File: src/rtl/ata_bridge_pkg.sv
package ata_bridge_pkg;

   typedef enum logic [2:0] {
      SEQ_IDLE,
      SEQ_SETUP,
      SEQ_STROBE,
      SEQ_HOLD,
      SEQ_DONE
   } seq_state_t;

   typedef struct packed {
      logic       hit;      // address lands in this window
      logic       word;     // one half of a 16-bit register
      logic       upper;    // odd half (bits 15:8)
      logic       ctl_blk;  // control block select instead of command block
      logic       undef;    // dead slot
      logic [2:0] reg_addr; // ATA register address
   } win_dec_t;

   localparam logic [2:0] REG_DEVICE = 3'd6;
   localparam logic [2:0] REG_STATUS = 3'd7;

endpackage

File: src/rtl/ata_bridge_decode.sv
module ata_bridge_decode
   import ata_bridge_pkg::*;
#(
   parameter int HOST_AW = 8,
   parameter int SLOT_W  = 2
) (
   input  logic [HOST_AW-1:0] addr,
   input  logic [SLOT_W-1:0]  slot,
   output win_dec_t           dec
);
   localparam int OFF_W = 4;
   localparam int TAG_W = HOST_AW - OFF_W;
   localparam int FIX_W = TAG_W - SLOT_W;
   localparam int WORD_SLOTS = 12;

   if (FIX_W < 1) begin : g_bad_width
      $error("HOST_AW too small for the slot field");
   end

   logic [TAG_W-1:0] tag;
   logic [TAG_W-1:0] base_tag;
   logic [OFF_W-1:0] off;

   assign tag      = addr[HOST_AW-1:OFF_W];
   assign base_tag = {{FIX_W{1'b1}}, slot};
   assign off      = addr[OFF_W-1:0];

   always_comb begin
      dec     = '0;
      dec.hit = (tag == base_tag);
      if (int'(off) < WORD_SLOTS) begin
         dec.word     = 1'b1;
         dec.upper    = off[0];
         dec.reg_addr = off[3:1];
      end else begin
         case (off[1:0])
            2'b00:   dec.reg_addr = REG_DEVICE;
            2'b01: begin
               dec.reg_addr = REG_DEVICE;
               dec.ctl_blk  = 1'b1;
            end
            2'b10:   dec.reg_addr = REG_STATUS;
            default: dec.undef = 1'b1;
         endcase
      end
   end

endmodule

File: src/rtl/ata_bridge_latch.sv
module ata_bridge_latch #(
   parameter int BYTE_W = 8
) (
   input  logic              clk,
   input  logic              rst_n,
   input  logic              rd_load,
   input  logic [BYTE_W-1:0] rd_val,
   input  logic              wr_load,
   input  logic [BYTE_W-1:0] wr_val,
   output logic [BYTE_W-1:0] rd_q,
   output logic [BYTE_W-1:0] wr_q
);

   always_ff @(posedge clk or negedge rst_n) begin
      if (!rst_n) begin
         rd_q <= '0;
         wr_q <= '0;
      end else begin
         if (rd_load) rd_q <= rd_val;
         if (wr_load) wr_q <= wr_val;
      end
   end

endmodule

File: src/rtl/ata_bridge_seq.sv
module ata_bridge_seq
   import ata_bridge_pkg::*;
#(
   parameter int STROBE_CYC = 3
) (
   input  logic       clk,
   input  logic       rst_n,
   input  logic       start_ata,
   input  logic       start_local,
   output seq_state_t st,
   output logic       last_strobe
);
   localparam int CNT_W = (STROBE_CYC > 1) ? $clog2(STROBE_CYC) : 1;

   if (STROBE_CYC < 1) begin : g_bad_strobe
      $error("STROBE_CYC must be at least 1");
   end

   logic strobe_end;

   if (STROBE_CYC == 1) begin : g_single
      assign strobe_end = 1'b1;
   end else begin : g_count
      logic [CNT_W-1:0] cnt;
      always_ff @(posedge clk or negedge rst_n) begin
         if (!rst_n)                cnt <= '0;
         else if (st != SEQ_STROBE) cnt <= '0;
         else if (!strobe_end)      cnt <= cnt + 1'b1;
      end
      assign strobe_end = (cnt == CNT_W'(STROBE_CYC - 1));
   end

   assign last_strobe = (st == SEQ_STROBE) && strobe_end;

   always_ff @(posedge clk or negedge rst_n) begin
      if (!rst_n) begin
         st <= SEQ_IDLE;
      end else begin
         case (st)
            SEQ_IDLE: begin
               if (start_ata)        st <= SEQ_SETUP;
               else if (start_local) st <= SEQ_DONE;
            end
            SEQ_SETUP:  st <= SEQ_STROBE;
            SEQ_STROBE: if (strobe_end) st <= SEQ_HOLD;
            SEQ_HOLD:   st <= SEQ_DONE;
            default:    st <= SEQ_IDLE;
         endcase
      end
   end

endmodule

File: src/rtl/ata_byte_bridge.sv
module ata_byte_bridge
   import ata_bridge_pkg::*;
#(
   parameter int         STROBE_CYC = 3,
   parameter logic [7:0] UNDEF_VAL  = 8'hFF
) (
   input  logic        clk,
   input  logic        rst_n,
   input  logic [1:0]  slot_sel,
   input  logic        host_req,
   input  logic        host_wr,
   input  logic [7:0]  host_addr,
   input  logic [7:0]  host_wdata,
   output logic [7:0]  host_rdata,
   output logic        host_rdata_oe,
   output logic        host_ack,
   output logic [2:0]  ata_da,
   output logic        ata_cs0_n,
   output logic        ata_cs1_n,
   output logic        ata_dior_n,
   output logic        ata_diow_n,
   output logic [15:0] ata_dd_o,
   output logic        ata_dd_oe,
   input  logic [15:0] ata_dd_i
);
   localparam int BYTE_W = 8;
   localparam int WORD_W = 2 * BYTE_W;

   win_dec_t            dec;
   win_dec_t            cap_dec;
   logic                cap_wr;
   logic [BYTE_W-1:0]   cap_wd;
   logic [BYTE_W-1:0]   rdata_q;
   logic [BYTE_W-1:0]   rd_q;
   logic [BYTE_W-1:0]   wr_q;
   seq_state_t          st;
   logic                last_strobe;
   logic                idle;
   logic                accept;
   logic                is_local;
   logic                bus_active;

   ata_bridge_decode #(.HOST_AW(8), .SLOT_W(2)) u_dec (
      .addr (host_addr),
      .slot (slot_sel),
      .dec  (dec)
   );

   assign idle     = (st == SEQ_IDLE);
   assign accept   = idle && host_req && dec.hit;
   assign is_local = (dec.word && dec.upper) || dec.undef;

   ata_bridge_seq #(.STROBE_CYC(STROBE_CYC)) u_seq (
      .clk         (clk),
      .rst_n       (rst_n),
      .start_ata   (accept && !is_local),
      .start_local (accept && is_local),
      .st          (st),
      .last_strobe (last_strobe)
   );

   ata_bridge_latch #(.BYTE_W(BYTE_W)) u_latch (
      .clk     (clk),
      .rst_n   (rst_n),
      .rd_load (last_strobe && !cap_wr && cap_dec.word),
      .rd_val  (ata_dd_i[WORD_W-1:BYTE_W]),
      .wr_load (accept && host_wr && dec.word && dec.upper),
      .wr_val  (host_wdata),
      .rd_q    (rd_q),
      .wr_q    (wr_q)
   );

   // capture the request and produce the returned byte
   always_ff @(posedge clk or negedge rst_n) begin
      if (!rst_n) begin
         cap_dec <= '0;
         cap_wr  <= 1'b0;
         cap_wd  <= '0;
         rdata_q <= '0;
      end else begin
         if (accept) begin
            cap_dec <= dec;
            cap_wr  <= host_wr;
            cap_wd  <= host_wdata;
            if (is_local) rdata_q <= dec.undef ? UNDEF_VAL : rd_q;
         end
         if (last_strobe && !cap_wr) rdata_q <= ata_dd_i[BYTE_W-1:0];
      end
   end

   assign bus_active = (st == SEQ_SETUP) || (st == SEQ_STROBE) || (st == SEQ_HOLD);

   assign ata_da     = bus_active ? cap_dec.reg_addr : 3'd0;
   assign ata_cs0_n  = !(bus_active && !cap_dec.ctl_blk);
   assign ata_cs1_n  = !(bus_active && cap_dec.ctl_blk);
   assign ata_dior_n = !((st == SEQ_STROBE) && !cap_wr);
   assign ata_diow_n = !((st == SEQ_STROBE) && cap_wr);
   assign ata_dd_oe  = bus_active && cap_wr;
   assign ata_dd_o   = !ata_dd_oe   ? '0 :
                       cap_dec.word ? {wr_q, cap_wd} : {{BYTE_W{1'b0}}, cap_wd};

   assign host_ack      = (st == SEQ_DONE);
   assign host_rdata_oe = host_ack && !cap_wr;
   assign host_rdata    = host_rdata_oe ? rdata_q : '0;

endmodule

File: config.mk
export PLATFORM = sky130hd
export DESIGN_NAME = ata_byte_bridge
export DESIGN_NICKNAME = d
export VERILOG_FILES = /design/src/rtl/ata_bridge_pkg.sv /design/src/rtl/ata_bridge_decode.sv /design/src/rtl/ata_bridge_latch.sv /design/src/rtl/ata_bridge_seq.sv /design/src/rtl/ata_byte_bridge.sv
export SDC_FILE = /design/constraint.sdc
export NUM_CORES = 1
export LEC_CHECK = 0
export ABC_AREA = 1
export BUFFER_PORTS_ARGS = -buffer_cell sky130_fd_sc_hd__buf_2
export CAP_MARGIN = 20
export CORE_MARGIN = 2
export CORE_UTILIZATION = 40
export CTS_BUF_LIST = sky130_fd_sc_hd__clkbuf_2
export DETAILED_ROUTE_END_ITERATION = 10
export GPL_ROUTABILITY_DRIVEN = 0
export SLEW_MARGIN = 40
export SYNTH_ARGS = -nofsm -noshare
export SYNTH_HDL_FRONTEND = slang
export SYNTH_SLANG_ARGS = --single-unit
File: constraint.sdc
create_clock -name clk -period 2 [get_ports clk]
set_clock_uncertainty 0.2 [all_clocks]
set_input_delay 0.4 -clock clk [delete_from_list [all_inputs] [get_ports clk]]
set_output_delay 0.4 -clock clk [all_outputs]
set_load 0.01 [all_outputs]
==> results of run 1 <==
==> placed cells by master (no fill, tap or decap) <==
master and count:
dlygate4sd3_1 16, buf_6 7, o21ai_1 2, ha_1 1, o21ai_0 14, nand2_4 4, clkinv_1 2, inv_2 5
nor2_4 5, nand3_4 2, inv_1 50, nor2_1 25, dfrtp_1 43, bufinv_16 1, buf_12 2, inv_4 1
nand4_4 1, nand4_1 8, clkbuf_2 5, inv_6 1, clkinv_2 1, o21ai_2 8, a22oi_1 1, nor2_2 9
nand2_2 5, buf_4 10, nand3_1 22, buf_2 68, nand3b_1 1, a21oi_4 1, nand2_1 106, nand4_2 1
==> worst max-delay path, cell delays in order (launching register included) <==
cell and delay [ps]:
dfrtp_1 430, nor2_2 70, nor2_2 120, inv_2 70, nor2_4 150, inv_6 80, nor2_1 90, buf_2 130
==> cells in the mapped netlist, types with 3 or more instances <==
library cell,n
nand3_1,22
nor2_1,33
o21ai_2,8
buf_2,4
nand2_1,110
nand4_1,8
nor2_4,4
inv_2,3
dfrtp_1,43
buf_6,5
inv_1,54
o21ai_0,14
==> timing repair <==
item / in CTS / in global routing
setup buffers: 5 / 6
gates cloned: 1 / 0
hold buffers: 16 / 0
endpoints found under the hold margin: 34 / 0
gates resized for setup: 10 / 20
pin swaps: 3 / 3
setup endpoints to repair: 31 / 34
==> state kept, by name, summed over array words and instances, names as in the netlist <==
signal,cells
u_latch.rd_q,8
u_seq.g_count.cnt,2
u_latch.wr_q,8
cap_dec,5
cap_wd,8
rdata_q,8
u_seq.st,3
cap_wr,1
==> per-layer routing <==
metal	share of wire, %	up-vias	GRT usage [%]
li1	-	1197	-
met2	48	46	29.2
met1	46	1007	22.9
met5	0	-	0
met4	1.2	0	5.17
met3	4.4	5	3.52
==> worst max path at each step <==
stage,start,endpoint,slack (ps),cells after the start
floorplan,u_seq.st[0]$_DFFE_PN0P_,host_rdata[0],180,5
global placement,u_seq.st[1]$_DFFE_PN0P_,host_rdata[7],210,6
detailed placement,u_seq.st[0]$_DFFE_PN0P_,ata_dd_o[14],170,7
CTS,u_seq.st[1]$_DFFE_PN0P_,ata_dd_o[14],-180,7
global route,u_seq.st[1]$_DFFE_PN0P_,ata_dd_o[14],-280,7
finish,u_seq.st[0]$_DFFE_PN0P_,ata_dd_o[10],-150,7
==> per-stage QoR <==
stage	std cells	TNS [ps]	utilization (%)	area, µm²
6_report	503	-3600	55.3	3260
5_1_grt	503	-8070	55.3	3260
4_1_cts	497	-3860	53.4	3140
3_5_place_dp	467	0	48.6	2860
3_3_place_gp	467	0	48.6	2860
2_1_floorplan	326	0	-	2430
==> power by group through the flow <==
stage	clock, W	sequential, W	combinational [W]
after floorplan	0	0.00125	0.000805
after global placement	0	0.00131	0.00106
after detailed placement	0	0.00131	0.00107
after CTS	0.000511	0.00129	0.00124
after global routing	0.000547	0.00133	0.00161
final	0.000493	0.00129	0.00143
==> area by class of cell <==
| cell class | instances | share of cell area [%] |
|---|---|---|
| Clock inverter | 3 | 1.19 |
| Multi-Input combinational cell | 216 | 33.9 |
| Clock buffer | 5 | 0.768 |
| Tap cell | 75 | 2.88 |
| Timing Repair Buffer | 103 | 21.3 |
| Sequential cell | 43 | 33.0 |
| Inverter | 58 | 6.92 |
==> kinds of logic after synthesis <==
kind of cell / after synthesis
DFF: 43
adders and majority gates: 1
buffers and inverters: 68
and+or+nand+nor: 188
AOI/OAI and AO/OA: 26
==> metrics.txt, run 1 <==
worst-skew pair later-pin latency between 400 and 500 ps; R2R depth 10; drt wl/cell 11.0 µm; CP Launch Type register; CP Capture Type output pin; register area approximately 0.0011 mm²; multi-input logic area between 0.001 and 0.0015 mm²; Die Span Y slightly above 80 µm; outcome complete, but fails checks; Min Hold Slack about 26 ps; die area 0.00671 mm²; Clock Pin Slew Worst Setup and Hold Paths approximately 210 ps; core area about 0.0059 mm²; hold crit path type input port to register; largest area contributor in the netlist dfrtp_1; Syn-to-layout area delta 34.0%; Yosys reg bits 43; Clock Sinks 43; Worst Slack Setup Final -153 ps; leakage roughly 1.8 nW; drt drc 0; switching portion of total power slightly below 40%; gr ovfl total 0; beginning of the worst hold path host_wdata[3]; Peak Freq about 460 MHz; failing checks negative setup slack; initial antenna violation count 0; slew at the pin with the worst max-slew slack between 400 and 500 ps; pre-CTS setup slack around 170 ps; Internal Power between 0.0015 and 0.002 W; mean post-synth cell area 7.45 µm²; sequential share of power between 40 and 50%; RSZ-0062 raised after global routing true; initial core utilization between 40 and 50%; Filler Cell Count just over 600; normalized max-slew margin between 60% and 70%; 1st-iter DRT viols 79; pwr dens 988 mW/mm²; Row Count 28; endpoints failing setup 32; Worst Path Max Fanout 16; Total Power roughly 0.0032 W; Final period util 108%; drt via density between 4 and 5; synth warn 0; Yosys cell types 25; Top-Level Pins 72; Hold Path Depth 3; share of cells above drive strength 1 between 30 and 40%; Post-Syn Area 0.00243 mm²; switching power ~0.0013 W; Comb pwr share between 40 and 50%; Inserted Diodes 0; gr usage total 17.5%; Max-cap violations 0; DP HPWL 3870 µm; adder-cell share of the synthesized area 0.515%; vias in the first global route slightly above 2,000; Critical Path RT between 1000 and 1500 ps; Yosys top cell area share around 44%; critical path class register to output pin; syn_nets approximately 370; async set-reset flop share out of synthesis 100%; DR pass1 iterations 4; clock power share roughly 15%; Slew Viols, Final 0; final worst path period need ~2200 ps; Synth Area in Simple Gates a little over a third; WHS Endpoint cap_wd[3]$_DFFE_PN0P_; Synth area leaders dfrtp_1 44%, nand2_1 17%, inv_1 8.3%; Post-Synth XOR/XNOR Area 0%; main combinational cell family by area after synthesis simple AND/OR/NAND/NOR gates; CTS tree built; maximum level of the CTS H-tree 2; number of port buffers 71; Hold Violations, Final 0; clock tree buffer depth 2; Max VDD drop 0.452 mV; first-pass GRT wire length roughly 9000 µm; Routed Antenna Nets 0; largest net degree at the start of global routing 35; Post-Syn Instances 326; post-synthesis compound-gate area fraction slightly above 7%; total CTS buffers 5; reg2reg end u_latch.rd_q[7]$_DFFE_PN0P_; fin nets around 470; Die Span X 81.9 µm; multiplexer share of the synthesized area 0%; Most used DFF post-synth dfrtp_1; root buf cell clkbuf_2; Post-synth EDFFs 0; post-synthesis sequential area ratio between 40% and 50%; RR Startpoint u_seq.st[2]$_DFFE_PN0P_; total number of vias around 2,300; internal reg-to-reg setup slack approximately 40 ps; CP arrival ~1600 ps; final wirelength between 5000 and 6000 µm
Note: power is estimated with default switching activity, not from simulation.
==> run 2, diff against run 1 <==
--- a/config.mk
+++ b/config.mk
@@ -10,7 +10,7 @@
 export CAP_MARGIN = 20
 export CORE_MARGIN = 2
 export CORE_UTILIZATION = 40
-export CTS_BUF_LIST = sky130_fd_sc_hd__clkbuf_2
+export CTS_BUF_LIST = sky130_fd_sc_hd__clkbuf_16
 export DETAILED_ROUTE_END_ITERATION = 10
 export GPL_ROUTABILITY_DRIVEN = 0
 export SLEW_MARGIN = 40
==> run 2 against run 1 <==
  * The flow now finishes without violations
  * Maximum frequency up 9.3%
  * Cell area down 4.5%
  * Clock power up 83%
  * Combinational power down 15%
  * Worst hold slack better by 120 ps
  * Worst setup slack better by 180 ps
  * Cell count down 4.2%
  * Power up 6.5%
  * Highest routed layer unchanged
==> metrics.txt, run 2 (synthesized netlist as in run 1, its figures left out) <==
Max VDD drop 0.467 mV (+3.2%); Die Span Y 81.9 µm (unchanged); Syn-to-layout area delta 28.0%; Filler Cell Count 609 (+0.16%); Routed Antenna Nets 0 (unchanged); drt wl/cell 11.1 µm (+1.4%); drt drc 0 (unchanged); beginning of the worst hold path host_wdata[5]; CTS tree built; switching power 0.00124 W (-2.1%); Slew Viols, Final 0 (unchanged); Inserted Diodes 0 (unchanged); CP arrival 1370 ps (-180 ps); Die Span X 81.9 µm (unchanged); internal reg-to-reg setup slack 310 ps (+270 ps); Row Count 28 (unchanged); final worst path period need 1970 ps (-183 ps); root buf cell clkbuf_16; normalized max-slew margin 68.9% (+0.23 points); hold crit path type input port to register; Crit path max-delay family flip-flops; commonest non-fill, non-tap cells in the layout 108 x nand2_1, 71 x buf_2, 51 x inv_1; clock power share 26.4% (+11 points); final wirelength 5370 µm (-2.8%); drt via density 4.51 (+0.70%); Final period util 98.5% (-9.1 points); Critical Path RT 1400 ps (about the same); Finished Core Util 52.8% (-2.5 points); Max-cap violations 0 (unchanged); WHS Endpoint cap_wd[5]$_DFFE_PN0P_; clock tree buffer depth 2 (unchanged); CP Launch Type register; Clock Sinks 43 (unchanged); outcome finished, final reports clean; Comb pwr share 35.7% (-8.8 points); Clock Pin Slew Worst Setup and Hold Paths 60 ps (-150 ps); Hold Path Depth 3 (unchanged); total CTS buffers 5 (unchanged); initial core utilization 41.3% (unchanged); 1st-iter DRT viols 82 (+3.8%); RSZ-0062 raised after global routing true; Worst Slack Setup Final 29.7 ps (+183 ps); pwr dens 1100 mW/mm² (+11%); core area 0.00589 mm² (unchanged); DP HPWL 3870 µm (unchanged); vias in the first global route 1,985 (-1.9%); Hold Violations, Final 0 (unchanged); maximum level of the CTS H-tree 2 (unchanged); Worst Path Max Fanout 16 (unchanged); switching portion of total power 36.1% (-3.2 points); number of port buffers 71 (unchanged); CP cell instances nor2_2, inv_2, nor2_4, inv_6, nor2_1, buf_2; Top-Level Pins 72 (unchanged); first-pass GRT wire length 8830 µm (-2.4%); gr ovfl total 0 (unchanged); slew at the pin with the worst max-slew slack 467 ps (-3.49 ps); initial antenna violation count 0 (unchanged); endpoints failing setup 0 (-100%); CP Capture Type output pin; Buf/Inv on CP 3 (unchanged); reg2reg end u_latch.wr_q[3]$_DFFE_PN0P_; max incr delay on CP 400 ps (-30 ps); DR pass1 iterations 4 (unchanged); RR Startpoint u_seq.st[2]$_DFFE_PN0P_; most common cell after layout, fill and taps aside nand2_1; largest net degree at the start of global routing 35 (unchanged); die area 0.00671 mm² (unchanged); share of cells above drive strength 1 31.0% (-1.1 points); gr usage total 17.2% (-0.30 points); R2R depth 6 (-4); critical path class register to output pin; pre-CTS setup slack 169 ps (unchanged); fin nets 445 (-4.5%); Worst path slowest cell dfrtp_1; total number of vias 2,176 (-3.5%); Internal Power 0.00219 W (+12%); worst-skew pair later-pin latency 280 ps (-130 ps); sequential share of power 37.9% (-2.3 points); leakage 1.77 nW (-3.5%); Peak Freq 508 MHz (+9.3%)
-- run 2: cell count changes in the layout (fill, tap and decap cells not counted), sizes merged --
cell         delta
buf             -6
dlygate4sd3    -15
-- run 2: worst max path at each step --
| stage | from | to | depth (start not counted) |
|---|---|---|---|
| floorplan | u_seq.st[0]$_DFFE_PN0P_ | host_rdata[0] | 5 |
| global placement | u_seq.st[1]$_DFFE_PN0P_ | host_rdata[7] | 6 |
| detailed placement | u_seq.st[0]$_DFFE_PN0P_ | ata_dd_o[14] | 7 |
| CTS | u_seq.st[1]$_DFFE_PN0P_ | host_rdata[0] | 6 |
| global route | u_seq.st[1]$_DFFE_PN0P_ | ata_dd_o[14] | 7 |
| finish | u_seq.st[2]$_DFFE_PN0P_ | ata_dd_o[10] | 6 |
-- run 2: repair_timing --
action	CTS	global route
hold buffers	1	0
setup endpoints to repair	24	26
endpoints found under the hold margin	19	0
buffers inserted	2	3
resized for setup	5	11
cloned	1	0
pin swaps	1	4
-- run 2: metal layers --
layer  wire length [µm]  global-route usage (%)  vias up
li1                   -                       -     1153
met1               2500                    22.3      975
met2               2560                    28.5       41
met3                214                    2.64        7
met4                 87                    7.17        0
met5                  0                       0        -
-- run 2: cell type report --
class / instances / area (µm²) / share of cell area [%]
tap: 75 / 93.8 / 3.02
clock inverter: 3 / 38.8 / 1.25
clock buffer: 5 / 125 / 4.02
sequential: 43 / 1080 / 34.6
multi-input combinational: 216 / 1090 / 35.0
inverter: 58 / 223 / 7.16
timing repair buffer: 82 / 465 / 15.0
-- run 2: worst register-to-register path: cells and delay by family, from the launching register on --
| family | cells | cell delay [ps] |
|---|---|---|
| simple gates | 5 | 850 |
| flops | 1 | 400 |
| buf+inv | 1 | 140 |
-- run 2: through the flow --
step / TNS (ps) / cell area, µm² / hold slack [ps] / cells / power, W
after floorplan: 0 / 2430 / -95.6 / 326 / 0.00206
after detailed placement: 0 / 2860 / 179 / 467 / 0.00239
after CTS: -8.66 / 3060 / 141 / 479 / 0.00336
after global placement: 0 / 2860 / 183 / 467 / 0.00237
after global routing: -776 / 3110 / 149 / 482 / 0.00368
final: 0 / 3110 / 143 / 482 / 0.00343
-- run 2: power groups by stage --
stage | registers, W | clock network [W] | logic, W
after floorplan | 0.00125 | 0 | 0.000805
after global placement | 0.00131 | 0 | 0.00106
after detailed placement | 0.00131 | 0 | 0.00107
after CTS | 0.00130 | 0.000925 | 0.00114
after global routing | 0.00133 | 0.000959 | 0.00140
final | 0.00130 | 0.000904 | 0.00122
==> run 3, diff against run 2 <==
--- a/config.mk
+++ b/config.mk
@@ -13,6 +13,7 @@
 export CTS_BUF_LIST = sky130_fd_sc_hd__clkbuf_16
 export DETAILED_ROUTE_END_ITERATION = 10
 export GPL_ROUTABILITY_DRIVEN = 0
+export SETUP_SLACK_MARGIN = 0.5
 export SLEW_MARGIN = 40
 export SYNTH_ARGS = -nofsm -noshare
 export SYNTH_HDL_FRONTEND = slang
==> run 3 against run 2 <==
  * The run now ends with negative setup slack left
  * Wire length increased by 15%
  * Via count increased by 3.4%
  * Largest power group is now combinational cells
  * Cell area increased by 12%
  * First-iteration DRC count increased by 100%
  * Combinational power increased by 37%
  * Worst hold slack improved by 2.7 ps
  * Non-clock buffer count increased by 8
  * Critical endpoint is now ata_dd_o[13]
  * Sequential power about the same
  * Power increased by 9.9%
==> metrics.txt, run 3 (synthesized netlist as in run 1, its figures left out) <==
dpl cell area 0.00297 mm² (+3.9%); vias in the first global route 2,108 (+6.2%); total number of vias 2,250 (+3.4%); Clock Pin Slew Worst Setup and Hold Paths 60 ps (about the same); Setup crit start u_seq.st[0]$_DFFE_PN0P_; critical path class register to output pin; Peak Freq 475 MHz (-6.4%); failing checks negative setup slack; hold crit path type input port to register; DR pass1 iterations 4 (unchanged); pwr dens 1080 mW/mm² (-2.2%); RR Startpoint u_seq.st[2]$_DFFE_PN0P_; Routed Antenna Nets 0 (unchanged); final wirelength 6180 µm (+15%); initial core utilization 41.3% (unchanged); slew at the pin with the worst max-slew slack 499 ps (+32.1 ps); clock tree buffer depth 2 (unchanged); Top-Level Pins 72 (unchanged); CP arrival 1500 ps (+130 ps); normalized max-slew margin 66.7% (-2.1 points); gr ovfl total 0 (unchanged); fin nets 456 (+2.5%); beginning of the worst hold path host_wdata[1]; Row Count 28 (unchanged); RSZ-0062 raised after global routing true; drt via density 4.56 (+1.1%); Min Hold Slack 146 ps (+2.71 ps); Max-cap violations 0 (unchanged); die area 0.00671 mm² (unchanged); final setup TNS -2020 ps (-2020 ps); Max VDD drop 0.632 mV (+35%); largest net degree at the start of global routing 28 (-20%); share of cells above drive strength 1 40.0% (+9.0 points); Most Crowded Layer GR met2; Final period util 105% (+6.7 points); final instance area 0.00350 mm² (+12%); final worst path period need 2100 ps (+135 ps); DP HPWL 4090 µm (+5.8%); Clock Sinks 43 (unchanged); endpoints failing setup 28 (+28); 1st-iter DRT viols 164 (+100%); met2 Usage GRT 32.0% (+3.5 points); Worst Slack Setup Final -105 ps (-135 ps); Die Span Y 81.9 µm (unchanged); leakage 1.84 nW (+4.4%); Inserted Diodes 0 (unchanged); Slew Viols, Final 0 (unchanged); worst-skew pair later-pin latency 280 ps (about the same); initial antenna violation count 0 (unchanged); Die Span X 81.9 µm (unchanged); outcome complete, but fails checks; CP Launch Type register; first-pass GRT wire length 10,100 µm (+15%); drt drc 0 (unchanged); Critical Path RT 1400 ps (about the same); gr usage total 19.9% (+2.7 points); root buf cell clkbuf_16; global-route met3 utilization 4.18% (+1.5 points); drt wl/cell 12.5 µm (+13%); CTS tree built; most common cell after layout, fill and taps aside nand2_1; Syn-to-layout area delta 43.9%; total CTS buffers 5 (unchanged); number of port buffers 71 (unchanged); Worst Path Max Fanout 8 (-8); core area 0.00589 mm² (unchanged); maximum level of the CTS H-tree 2 (unchanged); Hold Violations, Final 0 (unchanged); commonest non-fill, non-tap cells in the layout 100 x nand2_1, 56 x buf_2, 50 x inv_1; GR Util met1 27.2% (+4.9 points); Filler Cell Count 558 (-8.4%); CP Capture Type output pin
## run 3: cell types whose count changed in the layout (fill, tap and decap cells not counted), sizes merged
| cell | change |
|---|---|
| clkinv | +2 |
| bufinv | -1 |
| bufbuf | +1 |
| nand3 | +2 |
| buf | +7 |
## run 3: final timing paths
path / end / slack, ps / cells past startpoint
setup / recovery: ata_dd_o[13] / -100 / 7
min in group asynchronous: u_latch.wr_q[6]$_DFFE_PN0P_ / 380 / 2
hold reg to reg: u_latch.wr_q[2]$_DFFE_PN0P_ / 280 / 2
max in group asynchronous: u_latch.rd_q[3]$_DFFE_PN0P_ / 740 / 3
hold / removal: cap_wd[1]$_DFFE_PN0P_ / 150 / 3
setup reg to reg: cap_wd[0]$_DFFE_PN0P_ / 110 / 9
## run 3: power breakdown
part | internal (W) | switching (W)
registers | 0.00115 | 0.000173
logic | 0.000667 | 0.00101
clock network | 0.000455 | 0.000322
## run 3: critical path, cell delays in order (launching register included)
cell,delay [ps]
dfrtp_1,370
nor2_2,70
nor2_4,140
inv_2,70
nor2_4,150
clkinv_4,180
nor2_4,140
buf_6,100
## run 3: per-layer routing
metal,vias to the layer above,part of all wire [%]
li1,1181,-
met1,1021,47
met2,42,48
met3,6,3.9
met4,0,0.84
met5,-,0
## run 3: stage by stage
step / total power [W] / instances / worst slack (ps) / utilization, %
2_1_floorplan: 0.00221 / 326 / 308 / -
6_report: 0.00377 / 493 / -105 / 59.4
5_1_grt: 0.00403 / 493 / -193 / 59.4
4_1_cts: 0.00374 / 491 / -82.9 / 59.0
3_5_place_dp: 0.00254 / 466 / 140 / 50.4
3_3_place_gp: 0.00252 / 466 / 188 / 50.4
## run 3: area by class of cell
cell class              instances  area (µm²)  share of cell area, %
multi-input cells             218        1270                   36.2
clock inverters                 3        15.0                  0.429
flip-flops and latches         43        1080                   30.8
inverters                      58         235                   6.73
clock buffers                   5         125                   3.58
repair inverters                1        8.76                  0.250
well taps                      75        93.8                   2.68
repair buffers                 90         674                   19.3
## run 3: timing repair
action / 4_1_cts / 5_1_grt
resized for setup: 50 / 4
setup buffers: 11 / 2
endpoints found under the hold margin: 16 / 0
pin swaps: 8 / 6
gates cloned: 5 / 0
setup endpoints to repair: 74 / 76
hold buffers: 1 / 0
